<file path="src/rtl/cmpbus_pkg.sv">
package cmpbus_pkg;

    typedef enum logic [1:0] {
        SRC_THRU = 2'd0,
        SRC_PH1  = 2'd1,
        SRC_PH2  = 2'd2
    } src_mode_e;

    typedef struct packed {
        logic col_hold;
        logic status;
        logic gated;
        logic irq;
        logic conflict;
    } col_state_t;

    // bit 1 = latch enable, bit 0 = phase (0: phase 1, 1: phase 2)
    function automatic src_mode_e ct_decode(input logic [1:0] cfg);
        if (!cfg[1])     return SRC_THRU;
        else if (cfg[0]) return SRC_PH2;
        else             return SRC_PH1;
    endfunction

    function automatic src_mode_e sc_decode(input logic phase_sel);
        return phase_sel ? SRC_PH2 : SRC_PH1;
    endfunction

endpackage

</file>
<file path="src/rtl/cmpbus_src_latch.sv">
module cmpbus_src_latch
    import cmpbus_pkg::*;
(
    input  logic      clk,
    input  logic      rst_n,
    input  src_mode_e mode_i,
    input  logic      ph1_i,
    input  logic      ph2_i,
    input  logic      cmp_i,
    output logic      q_o
);

    logic hold_d, hold_q;
    logic open_w;

    always_comb begin
        case (mode_i)
            SRC_THRU: open_w = 1'b1;
            SRC_PH1:  open_w = ph1_i;
            default:  open_w = ph2_i;
        endcase
        q_o    = open_w ? cmp_i : hold_q;
        hold_d = q_o;
    end

    always_ff @(posedge clk) begin
        if (!rst_n) hold_q <= 1'b0;
        else        hold_q <= hold_d;
    end

endmodule

</file>
<file path="src/rtl/cmpbus_gate_mux.sv">
module cmpbus_gate_mux #(
    parameter int NGATE = 4,
    parameter int SELW  = (NGATE > 1) ? $clog2(NGATE) : 1
) (
    input  logic [NGATE-1:0] src_i,
    input  logic [SELW-1:0]  sel_i,
    output logic             gate_o
);

    localparam int NPAD = 1 << SELW;

    logic [NPAD-1:0] padded_w;

    generate
        if (NPAD > NGATE) begin : g_pad
            assign padded_w = {{(NPAD-NGATE){1'b0}}, src_i};
        end else begin : g_nopad
            assign padded_w = src_i;
        end
    endgenerate

    assign gate_o = padded_w[sel_i];

endmodule

</file>
<file path="src/rtl/cmpbus_column.sv">
module cmpbus_column
    import cmpbus_pkg::*;
#(
    parameter int NSC = 2
) (
    input  logic         clk,
    input  logic         rst_n,
    input  logic         ph1_i,
    input  logic         ph2_i,
    input  logic [NSC:0] cmp_i,
    input  logic [NSC:0] drv_en_i,
    input  logic [1:0]   ct_mode_i,
    input  logic [NSC-1:0] sc_phase_i,
    input  logic         bypass_i,
    input  logic         gate_i,
    input  logic         gate_en_i,
    input  logic         irq_en_i,
    output logic         status_o,
    output logic         dig_o,
    output logic         irq_o,
    output logic         conflict_o
);

    localparam int NSRC = NSC + 1;

    logic [NSRC-1:0] src_q_w;
    src_mode_e       mode_w [NSRC];

    generate
        for (genvar s = 0; s < NSRC; s++) begin : g_src
            if (s == 0) begin : g_ct
                assign mode_w[s] = ct_decode(ct_mode_i);
            end else begin : g_sc
                assign mode_w[s] = sc_decode(sc_phase_i[s-1]);
            end
            cmpbus_src_latch u_src (
                .clk    (clk),
                .rst_n  (rst_n),
                .mode_i (mode_w[s]),
                .ph1_i  (ph1_i),
                .ph2_i  (ph2_i),
                .cmp_i  (cmp_i[s]),
                .q_o    (src_q_w[s])
            );
        end
    endgenerate

    col_state_t st_d, st_q;
    logic bus_w, col_w, gate_ok_w;

    always_comb begin
        bus_w       = |(src_q_w & drv_en_i);
        col_w       = (ph2_i || bypass_i) ? bus_w : st_q.col_hold;
        gate_ok_w   = !gate_en_i || gate_i;
        st_d.col_hold = col_w;
        st_d.status   = col_w;
        st_d.gated    = col_w && gate_ok_w;
        st_d.irq      = irq_en_i && st_d.gated && !st_q.gated;
        st_d.conflict = (drv_en_i & (drv_en_i - 1'b1)) != '0;
    end

    always_ff @(posedge clk) begin
        if (!rst_n) st_q <= '0;
        else        st_q <= st_d;
    end

    assign status_o   = st_q.status;
    assign dig_o      = st_q.gated;
    assign irq_o      = st_q.irq;
    assign conflict_o = st_q.conflict;

    // two or more drivers are flagged on the next cycle
    assert_conflict_flag_R3: assert property (@(posedge clk) disable iff (!rst_n)
        ($countones(drv_en_i) > 1) |=> conflict_o);

    // with phase 2 and bypass low the column value is held
    assert_column_hold_R6: assert property (@(posedge clk) disable iff (!rst_n)
        (!ph2_i && !bypass_i) |=> (status_o == $past(st_q.col_hold)));

    // a low applied gate blocks the digital output
    assert_gate_blocks_R8: assert property (@(posedge clk) disable iff (!rst_n)
        (gate_en_i && !gate_i) |=> !dig_o);

    // gated output implies ungated status
    assert_gated_within_status_R9: assert property (@(posedge clk) disable iff (!rst_n)
        dig_o |-> status_o);

    // interrupt lasts one cycle
    assert_irq_single_R10: assert property (@(posedge clk) disable iff (!rst_n)
        irq_o |=> !irq_o);

    // disabled interrupt never fires
    assert_irq_masked_R10: assert property (@(posedge clk) disable iff (!rst_n)
        !irq_en_i |=> !irq_o);

endmodule

</file>
<file path="src/rtl/cmpbus_slice.sv">
module cmpbus_slice
    import cmpbus_pkg::*;
#(
    parameter int NCOL  = 4,
    parameter int NSC   = 2,
    parameter int NGATE = 4,
    parameter int SELW  = (NGATE > 1) ? $clog2(NGATE) : 1
) (
    input  logic                      clk,
    input  logic                      rst_n,
    input  logic                      ph1_i,
    input  logic                      ph2_i,
    input  logic [NCOL-1:0][NSC:0]    cmp_i,
    input  logic [NCOL-1:0][NSC:0]    drv_en_i,
    input  logic [NCOL-1:0][1:0]      ct_mode_i,
    input  logic [NCOL-1:0][NSC-1:0]  sc_phase_i,
    input  logic [NCOL-1:0]           bypass_i,
    input  logic [NGATE-1:0]          gate_src_i,
    input  logic [SELW-1:0]           gate_sel_i,
    input  logic [NCOL-1:0]           gate_en_i,
    input  logic [NCOL-1:0]           irq_en_i,
    output logic [NCOL-1:0]           status_o,
    output logic [NCOL-1:0]           dig_o,
    output logic [NCOL-1:0]           dec_o,
    output logic [NCOL-1:0]           irq_o,
    output logic [NCOL-1:0]           conflict_o
);

    logic gate_w;

    cmpbus_gate_mux #(.NGATE(NGATE), .SELW(SELW)) u_gate (
        .src_i  (gate_src_i),
        .sel_i  (gate_sel_i),
        .gate_o (gate_w)
    );

    generate
        for (genvar c = 0; c < NCOL; c++) begin : g_col
            cmpbus_column #(.NSC(NSC)) u_col (
                .clk        (clk),
                .rst_n      (rst_n),
                .ph1_i      (ph1_i),
                .ph2_i      (ph2_i),
                .cmp_i      (cmp_i[c]),
                .drv_en_i   (drv_en_i[c]),
                .ct_mode_i  (ct_mode_i[c]),
                .sc_phase_i (sc_phase_i[c]),
                .bypass_i   (bypass_i[c]),
                .gate_i     (gate_w),
                .gate_en_i  (gate_en_i[c]),
                .irq_en_i   (irq_en_i[c]),
                .status_o   (status_o[c]),
                .dig_o      (dig_o[c]),
                .irq_o      (irq_o[c]),
                .conflict_o (conflict_o[c])
            );
        end
    endgenerate

    assign dec_o = dig_o;

    // outputs are cleared one cycle into reset
    assert_reset_clear_R1: assert property (@(posedge clk)
        $past(!rst_n) |-> (status_o == '0 && dig_o == '0 && irq_o == '0 && conflict_o == '0));

endmodule

</file>
<file path="config.mk">
export PLATFORM = sky130hd
export DESIGN_NAME = cmpbus_slice
export DESIGN_NICKNAME = d
export VERILOG_FILES = /design/src/rtl/cmpbus_pkg.sv /design/src/rtl/cmpbus_src_latch.sv /design/src/rtl/cmpbus_gate_mux.sv /design/src/rtl/cmpbus_column.sv /design/src/rtl/cmpbus_slice.sv
export SDC_FILE = /design/constraint.sdc
export NUM_CORES = 1
export LEC_CHECK = 0
export BUFFER_PORTS_ARGS = -buffer_cell sky130_fd_sc_hd__buf_2
export CAP_MARGIN = 20
export CELL_PAD_IN_SITES_DETAIL_PLACEMENT = 1
export CELL_PAD_IN_SITES_GLOBAL_PLACEMENT = 1
export CORE_ASPECT_RATIO = 1.25
export CORE_MARGIN = 3
export CORE_UTILIZATION = 32
export DETAILED_ROUTE_END_ITERATION = 16
export GPL_ROUTABILITY_DRIVEN = 1
export PLACE_DENSITY = 0.85
export RECOVER_POWER = 25
export SLEW_MARGIN = 25
export SYNTH_ARGS = -nofsm -noshare
export SYNTH_HDL_FRONTEND = slang
export SYNTH_SLANG_ARGS = --single-unit
</file>
<file path="constraint.sdc">
create_clock -name clk -period 1.36 [get_ports clk]
set_clock_uncertainty 0.05 [all_clocks]
set_input_delay 0 -clock clk [delete_from_list [all_inputs] [get_ports clk]]
set_output_delay 0 -clock clk [all_outputs]
set_load 0.02 [all_outputs]
</file>
Word-level counts from Yosys, hierarchy flattened

Index checks and enable logic that the tools add are counted.

Logic and storage cells: 147
Output and inout bits: 20
Register bits: 28
Bits of input ports: 62

Bitwise gates (word level): 8
Equal/unequal tests: 12
Add/sub/neg operators: 4
Muxes and demuxes: 46
Magnitude comparators: 1
Reduce and logical (&&, ||, !) cells: 48

Operator list:

| kind                                                        | count |
|---|---|
| 2-to-1 mux 2 bit                                            | 16 |
| AND 3 bit                                                   | 8 |
| equality test 2 x 1 -> 1 bit (second input constant)        | 12 |
| logical NOT 2 bit                                           | 12 |
| case mux 1 bit (2 select lines)                             | 12 |
| 2-to-1 mux 1 bit                                            | 17 |
| logical AND 1 bit                                           | 12 |
| nonzero test 3 bit                                          | 4 |
| OR reduction 3 bit                                          | 4 |
| subtractor 3 x 1 -> 3 bit (second input constant)           | 4 |
| logical NOT 1 bit                                           | 8 |
| logical OR 1 bit                                            | 8 |
| less-than comparator 2 x 3 -> 1 bit (second input constant) | 1 |
| binary-select mux 1 bit (select 2 bit)                      | 1 |

Longest topological paths before layout

Gate-level depths: netlist of the first run.

Depth in word-level cells: 11
Gate-level depth with buffers: 6
Mapped depth without buffers: 4

Modules after synthesis

Synthesis of the first run repeated with hierarchy kept, for this count alone.

Cells, all modules: 189
Area, all modules: 1,604.0 sq um

Modules (own cells, without submodules):

| module           | times used | area an instance (sq um) | seq. area each (sq um) | cells an instance |
|---|---|---|---|---|
| cmpbus_src_latch | 12         | 68.8                     | 20.0                   | 9 |
| cmpbus_column    | 4          | 181.4                    | 80.1                   | 19 |
| cmpbus_slice     | 1          | 30.0                     | 0.0                    | 4 |
| cmpbus_gate_mux  | 1          | 22.5                     | 0.0                    | 1 |

Worst setup path before layout of the first run

Ideal clock, no wire load.

Path kind: input port to flip-flop
Start: in ph2_i
End: reg g_col[0].u_col.st_q (netlist bit g_col[0].u_col.dig_o)
Library setup time: 0.128 ns
Setup slack: 0.206 ns
Arrival: 0.976 ns
Cell stages on the path: 5
Buffers on the path: 1
Required time: 1.182 ns
Cells stage by stage: buf_6 -> mux2i_2 -> mux2_4 -> a221oi_4 -> a21oi_1

Cells in the longest elaborated chain, start to end: 6
Elaborated cells between the ends (all ways): 11
Classes of those cells: mux: 7; bitwise: 1; reduce/logical: 3

RTL lines:

| element                         | line                   | text |
|---|---|---|
| start: declaration              | cmpbus_slice.sv:12     | `input logic ph2_i,` |
| case mux 1 bit (2 select lines) | cmpbus_src_latch.sv:17 | `case (mode_i)` |
| 2-to-1 mux 1 bit                | cmpbus_src_latch.sv:22 | `q_o = open_w ? cmp_i : hold_q;` |
| AND 3 bit                       | cmpbus_column.sv:52    | `bus_w = \|(src_q_w & drv_en_i);` |
| OR reduction 3 bit              | cmpbus_column.sv:52    |  |
| 2-to-1 mux 1 bit *              | cmpbus_column.sv:53    | `col_w = (ph2_i \|\| bypass_i) ? bus_w : st_q.col_hold;` |
| logical AND 1 bit *             | cmpbus_column.sv:57    | `st_d.gated = col_w && gate_ok_w;` |
| end signal: assignment          | cmpbus_column.sv:64    | `else st_q <= st_d;` |
| end: declaration                | cmpbus_column.sv:48    | `col_state_t st_d, st_q;` |

Mark *: on every way between the ends. The rest lies on a longest branch, timed or not.
A chain may end at the register's enable or synchronous reset.

Worst setup path in the final report of the first run

Start: in drv_en_i[3] (netlist bit)
End: reg g_col[1].u_col.st_q (netlist bit g_col[1].u_col.conflict_o)

Cells in the longest elaborated chain, start to end: 3

RTL lines:

| element                   | line                | text |
|---|---|---|
| start: declaration        | cmpbus_slice.sv:14  | `input logic [NCOL-1:0][NSC:0] drv_en_i,` |
| subtractor 3 x 1 -> 3 bit | cmpbus_column.sv:59 | `st_d.conflict = (drv_en_i & (drv_en_i - 1'b1)) != '0;` |
| AND 3 bit *               | cmpbus_column.sv:59 |  |
| nonzero test 3 bit *      | cmpbus_column.sv:59 |  |
| end signal: assignment    | cmpbus_column.sv:64 |  |
| end: declaration          | cmpbus_column.sv:48 |  |

Marks and branches as above.

==> reports/qor.yml, run 1 <==
cts_sinks: 28
final_nets: 301
netlist_area_mm2: 0.00151
cts_setup_buffers: 0
hold_slack_ps: 13.2
min_path_type: "primary input to flip-flop"
crit_top_cell: "dlygate4sd3_1"
detail_route.wl_per_cell_um: 14.5
area_growth_syn_to_layout_pct: 37.8
viasPerCell: 4.69
cpMaxStageDelayCell: "dlygate4sd3_1"
path_buf_inv: 3
fin_tns_setup_ps: 0
grtUsageTotal_pct: 15.7
clk_latency_ps: 270
ys_seq_area_share_pct: 37.2
finalSetupViolCount: 0
antenna_found_initial: 0
die_x_um: 67.4
path_cells: "dlygate4sd3_1, buf_2, o21ai_0, a21boi_1, dlygate4sd3_1"
critical_path_arrival_ps: 1390
vias: 1384
synthTopCellsByArea: "dfxtp_1, mux2i_1, buf_4"
relSlewSlack_pct: 73.8
endpoint_kind: "flip-flop"
grt.overflow.total: 0
io_buffers: 81
dieHeight_um: 82.7
worstHoldStart: "drv_en_i[11]"
synth_area_per_cell_um2: 9.91
ys_ff_latch: 28
netlist_top_cells_count: "dfxtp_1, buf_4, mux2i_1"
drt_pre_antenna_iters: 4
cts_buffers: 3
r2r-start: "g_col[0].u_col.g_src[1].u_src.hold_q"
synthFlopType: "dfxtp_1"
post-dp-hpwl_um: 3180
critPathTopFamily: "buffers and inverters"
synth_fp_nets: 214
ant_nets: 0
drt_iter0_drc: 28
yosys.cell_count.top_type: "dfxtp_1"
root_buffer: "clkbuf_8"
grt_max_degree: 21
wl_um: 4270
rsz0062_at_grt: "no"
timing.final.crit_share_pct: 93.8
peakVddDrop_v: 0.000278
grt_pass1_vias: 1513
total_power_mw: 1.86
start_util_pct: 33.8
rows: 27
grt_pass1_wl_um: 6530
dieArea_mm2: 0.00557
yosys.area.top_type: "dfxtp_1"
synth_top_area_share_pct: 37.2
r2r-end: "g_col[0].u_col.st_q[4]"
synthCells: 152
max_freq_mhz: 784
yosys_warnings: 0
globalplace.congestion: 0.732
p_leak_nw: 1.01
tightest_slew_ps: 388
powerDensity_mw_per_mm2: 898
finalCriticalPeriod_ps: 1280
drv_slew: 0
clockBufferDepth: 2
ys_types: 31
synth_edf_count: 0
final-hold-violation-count: 0
hold_end: "g_col[3].u_col.conflict_o"
diodes: 0
reg2reg_slack_ps: 180
crit_type: "primary input to flip-flop"
cts_tree: "yes"
drc: 0
cts_max_level: 1
cpPeakStageDelay_ps: 560
core_area_mm2: 0.00446
cp_max_fo: 2
synth-async-reset-ratio_pct: 0
worst-r2r-cell-count: 3
cp.required_ps: 1470
clkTransAtPathRegs_ps: 100
max-cap-violations: 0
layout-drive-gt1-share_pct: 40.1
outcome: "finished clean"
worstSetupStartpointType: "primary input"
ios: 82
min_path_cells: 3
[kinds of logic (layout without fill, tap and decap cells)]
group	count (synthesis)	in the layout	share of synthesized area, %
buffers and inverters	31	116	14.5
AOI/OAI and AO/OA	40	40	19.4
muxes	21	21	16.3
DFF	28	28	37.2
and+or+nand+nor	32	32	12.6
[where the power goes]
group          switching [mW]  internal, mW  leakage, nW
sequential             0.0218         0.880        0.232
clock                   0.259         0.199       0.0216
combinational           0.246         0.259        0.761
[routing by layer]
layer,vias up,GRT usage [%],part of all wire (%)
met5,-,0,0
met4,0,5.88,1.3
met3,6,3.38,7.3
met2,52,31.1,54
met1,644,15.7,37
li1,682,-,-
[worst max path at each step]
stage | startpoint | end | slack (ps) | cells past startpoint
4_1_cts | drv_en_i[0] | g_col[0].u_col.conflict_o | 100 | 5
2_1_floorplan | ph2_i | g_col[0].u_col.dig_o | 210 | 5
6_report | drv_en_i[3] | g_col[1].u_col.conflict_o | 80 | 5
3_5_place_dp | ph2_i | g_col[0].u_col.st_q[4] | 20 | 5
5_1_grt | drv_en_i[3] | g_col[1].u_col.conflict_o | 10 | 5
3_3_place_gp | ph2_i | g_col[0].u_col.dig_o | 80 | 5
[state kept, by name, indices dropped and copies added (netlist names)]
| name | flops |
|---|---|
| g_col.u_col.g_src.u_src.hold_q | 12 |
| g_col.u_col.st_q | 4 |
| g_col.u_col.dig_o | 4 |
| g_col.u_col.conflict_o | 4 |
| g_col.u_col.irq_o | 4 |
[what timing repair did]
item,4_1_cts,5_1_grt
setup endpoints to repair,0,2
gates resized for setup,0,2
hold buffers,23,0
hold endpoints to repair,17,0
[worst min-delay path, delay by kind of cell]
family | cells | cell delay (ps)
AO/OA/AOI/OAI | 2 | 190
buffers and inverters | 1 | 100
[area by class of cell]
class | instances | area (µm²)
Multi-Input combinational cell | 93 | 728
Tap cell | 58 | 72.6
Inverter | 6 | 22.5
Fill cell | 557 | 2380
Sequential cell | 28 | 561
Timing Repair Buffer | 107 | 651
Clock buffer | 3 | 41.3
[cell usage in the layout (no fill, tap or decap), types with 5 or more instances in the layout]
| cell | count |
|---|---|
| a21boi_0 | 6 |
| a21boi_1 | 6 |
| a21oi_1 | 8 |
| buf_2 | 78 |
| dfxtp_1 | 28 |
| dlygate4sd3_1 | 23 |
| inv_1 | 6 |
| mux2i_1 | 16 |
| nand2_1 | 8 |
| nor2b_1 | 5 |
| o21a_1 | 7 |
| o21ai_0 | 7 |
[through the flow]
stage               util, %  cells  setup WS (ps)  instance area (µm²)
floorplan                 -    152            206                 1510
global placement       40.6    269           81.5                 1810
detailed placement     40.6    269           15.4                 1810
CTS                    46.7    295            101                 2080
global route           46.5    295           9.98                 2080
finish                 46.5    295           83.9                 2080
No activity file was read; power rests on OpenSTA's default activity.
==> run 2: changes to the inputs <==
--- a/constraint.sdc
+++ b/constraint.sdc
@@ -3,3 +3,3 @@
 set_input_delay 0 -clock clk [delete_from_list [all_inputs] [get_ports clk]]
 set_output_delay 0 -clock clk [all_outputs]
-set_load 0.02 [all_outputs]
+set_load 0.1 [all_outputs]
==> run 2 against run 1 <==
  * Sequential power about the same
  * Clock power about the same
  * Cell count stayed put
  * Critical path type unchanged
  * Largest cell class unchanged
==> reports/qor.yml, run 2 (synthesized netlist as in run 1, its figures left out) <==
max-cap-violations: 0  # unchanged
largest_reg_flops: 12  # unchanged
mostFrequentLayoutCells: "buf_2, dfxtp_1, dlygate4sd3_1, mux2i_1"
peakVddDrop_v: 0.000313  # +12%
clockBufferDepth: 2  # unchanged
viasPerCell: 4.70  # +0.14%
cts_tree: "yes"
finalSetupViolCount: 0  # unchanged
dpl_cell_area_mm2: 0.00181  # unchanged
final_nets: 301  # unchanged
grt_pass1_vias: 1513  # unchanged
start_util_pct: 33.8  # unchanged
rsz0062_at_grt: "no"
rows: 27  # unchanged
drc: 0  # unchanged
min_path_type: "primary input to flip-flop"
min_path_cells: 3  # unchanged
post-dp-hpwl_um: 3180  # unchanged
cts_sinks: 28  # unchanged
hold_slack_ps: 13.2  # +0.0152 ps
worstSetupStartpointType: "primary input"
root_buffer: "clkbuf_8"
cp_max_fo: 2  # unchanged
finalCriticalPeriod_ps: 1280  # +0.0328 ps
max_freq_mhz: 784  # about the same
regMostFlops: "g_col.u_col.g_src.u_src.hold_q"
critical_path_arrival_ps: 1390  # about the same
io_buffers: 81  # unchanged
grt.overflow.total: 0  # unchanged
cts_max_level: 1  # unchanged
relSlewSlack_pct: 67.2  # -6.6 points
drt_iter0_drc: 37  # +32%
cpMaxStageDelayCell: "dlygate4sd3_1"
fin_util_pct: 46.5  # unchanged
drt_pre_antenna_iters: 4  # unchanged
clk_latency_ps: 270  # about the same
powerDensity_mw_per_mm2: 1030  # +15%
grtUsageTotal_pct: 15.7  # unchanged
crit_top_cell: "dlygate4sd3_1"
dieArea_mm2: 0.00557  # unchanged
cts_buffers: 3  # unchanged
dieHeight_um: 82.7  # unchanged
ios: 82  # unchanged
clkTransAtPathRegs_ps: 100  # about the same
worst-r2r-cell-count: 3  # unchanged
die_x_um: 67.4  # unchanged
vias: 1386  # +0.14%
layout_commonest_cell: "buf_2"
detail_route.wl_per_cell_um: 14.5  # -0.19%
core_area_mm2: 0.00446  # unchanged
ant_nets: 0  # unchanged
grt_max_degree: 21  # unchanged
tightest_slew_ps: 495  # +107 ps
outcome: "finished clean"
path_depth: 5  # unchanged
final-hold-violation-count: 0  # unchanged
diodes: 0  # unchanged
endpoint_kind: "flip-flop"
antenna_found_initial: 0  # unchanged
fin_tns_setup_ps: 0  # unchanged
grt_pass1_wl_um: 6530  # unchanged
p_leak_nw: 1.02  # +0.82%
path_cells: "dlygate4sd3_1, buf_2, o21ai_0, a21boi_1, dlygate4sd3_1"
timing.final.crit_share_pct: 93.8  # about the same
globalplace.congestion: 0.732  # unchanged
drv_slew: 0  # unchanged
critPathTopFamily: "buffers and inverters"
crit_type: "primary input to flip-flop"
stdcell_area_mm2: 0.00208  # unchanged
layout-drive-gt1-share_pct: 40.5  # +0.42 points
area_growth_syn_to_layout_pct: 37.8  # unchanged
wl_um: 4260  # -0.19%
cpPeakStageDelay_ps: 560  # about the same
path_buf_inv: 3  # unchanged
cp.required_ps: 1470  # about the same
run 2: changes by cell type in the layout (fill, tap and decap cells not counted):
cell / before / now
mux2_1: 0 / 2
mux2_4: 1 / 0
mux2_2: 1 / 0
buf_2: 78 / 81
clkbuf_1: 4 / 1
run 2: path summary, 6_finish.rpt:
| kind | start | end | slack (ps) |
|---|---|---|---|
| hold reg to reg | g_col[3].u_col.g_src[2].u_src.hold_q | g_col[3].u_col.g_src[2].u_src.hold_q | 470 |
| setup / recovery | drv_en_i[3] | g_col[1].u_col.conflict_o | 80 |
| hold / removal | drv_en_i[11] | g_col[3].u_col.conflict_o | 10 |
| setup reg to reg | g_col[0].u_col.g_src[1].u_src.hold_q | g_col[0].u_col.st_q[4] | 100 |
run 2: timing repair:
item | 4_1_cts | 5_1_grt
setup endpoints to repair | 0 | 2
hold buffers | 23 | 0
resized for setup | 0 | 2
hold endpoints to repair | 17 | 0
buffers inserted | 0 | 0
run 2: layer usage:
layer | wire, µm | vias to the layer above | part of all wire (%) | global-route usage [%]
li1 | - | 682 | - | -
met1 | 1590 | 646 | 37 | 15.7
met2 | 2310 | 52 | 54 | 31.1
met3 | 312 | 6 | 7.3 | 3.38
met4 | 55 | 0 | 1.3 | 5.88
met5 | 0 | - | 0 | 0
run 2: metrics by stage:
stage / power, mW / setup slack, ps / cells
2_1_floorplan: 1.54 / 206 / 152
3_3_place_gp: 1.65 / 81.5 / 269
4_1_cts: 2.17 / 101 / 295
3_5_place_dp: 1.66 / 15.4 / 269
6_report: 2.15 / 83.9 / 295
5_1_grt: 2.25 / 9.98 / 295
run 2: final cells by class:
class | count | area (µm²)
Fill cell | 556 | 2380
Sequential cell | 28 | 561
Tap cell | 58 | 72.6
Timing Repair Buffer | 107 | 654
Inverter | 6 | 22.5
Multi-Input combinational cell | 93 | 724
Clock buffer | 3 | 41.3
run 2: power by group:
| group | total [mW] | switching [mW] | leakage [nW] | internal [mW] |
|---|---|---|---|---|
| clock network | 0.457 | 0.259 | 0.0216 | 0.199 |
| logic | 0.789 | 0.533 | 0.769 | 0.256 |
| registers | 0.902 | 0.0215 | 0.232 | 0.880 |
| total | 2.15 | 0.813 | 1.02 | 1.34 |
run 2: tightest hold or removal path, cell delays in order:
cell	delay, ps
buf_2	100
o21ai_0	60
a21boi_0	130
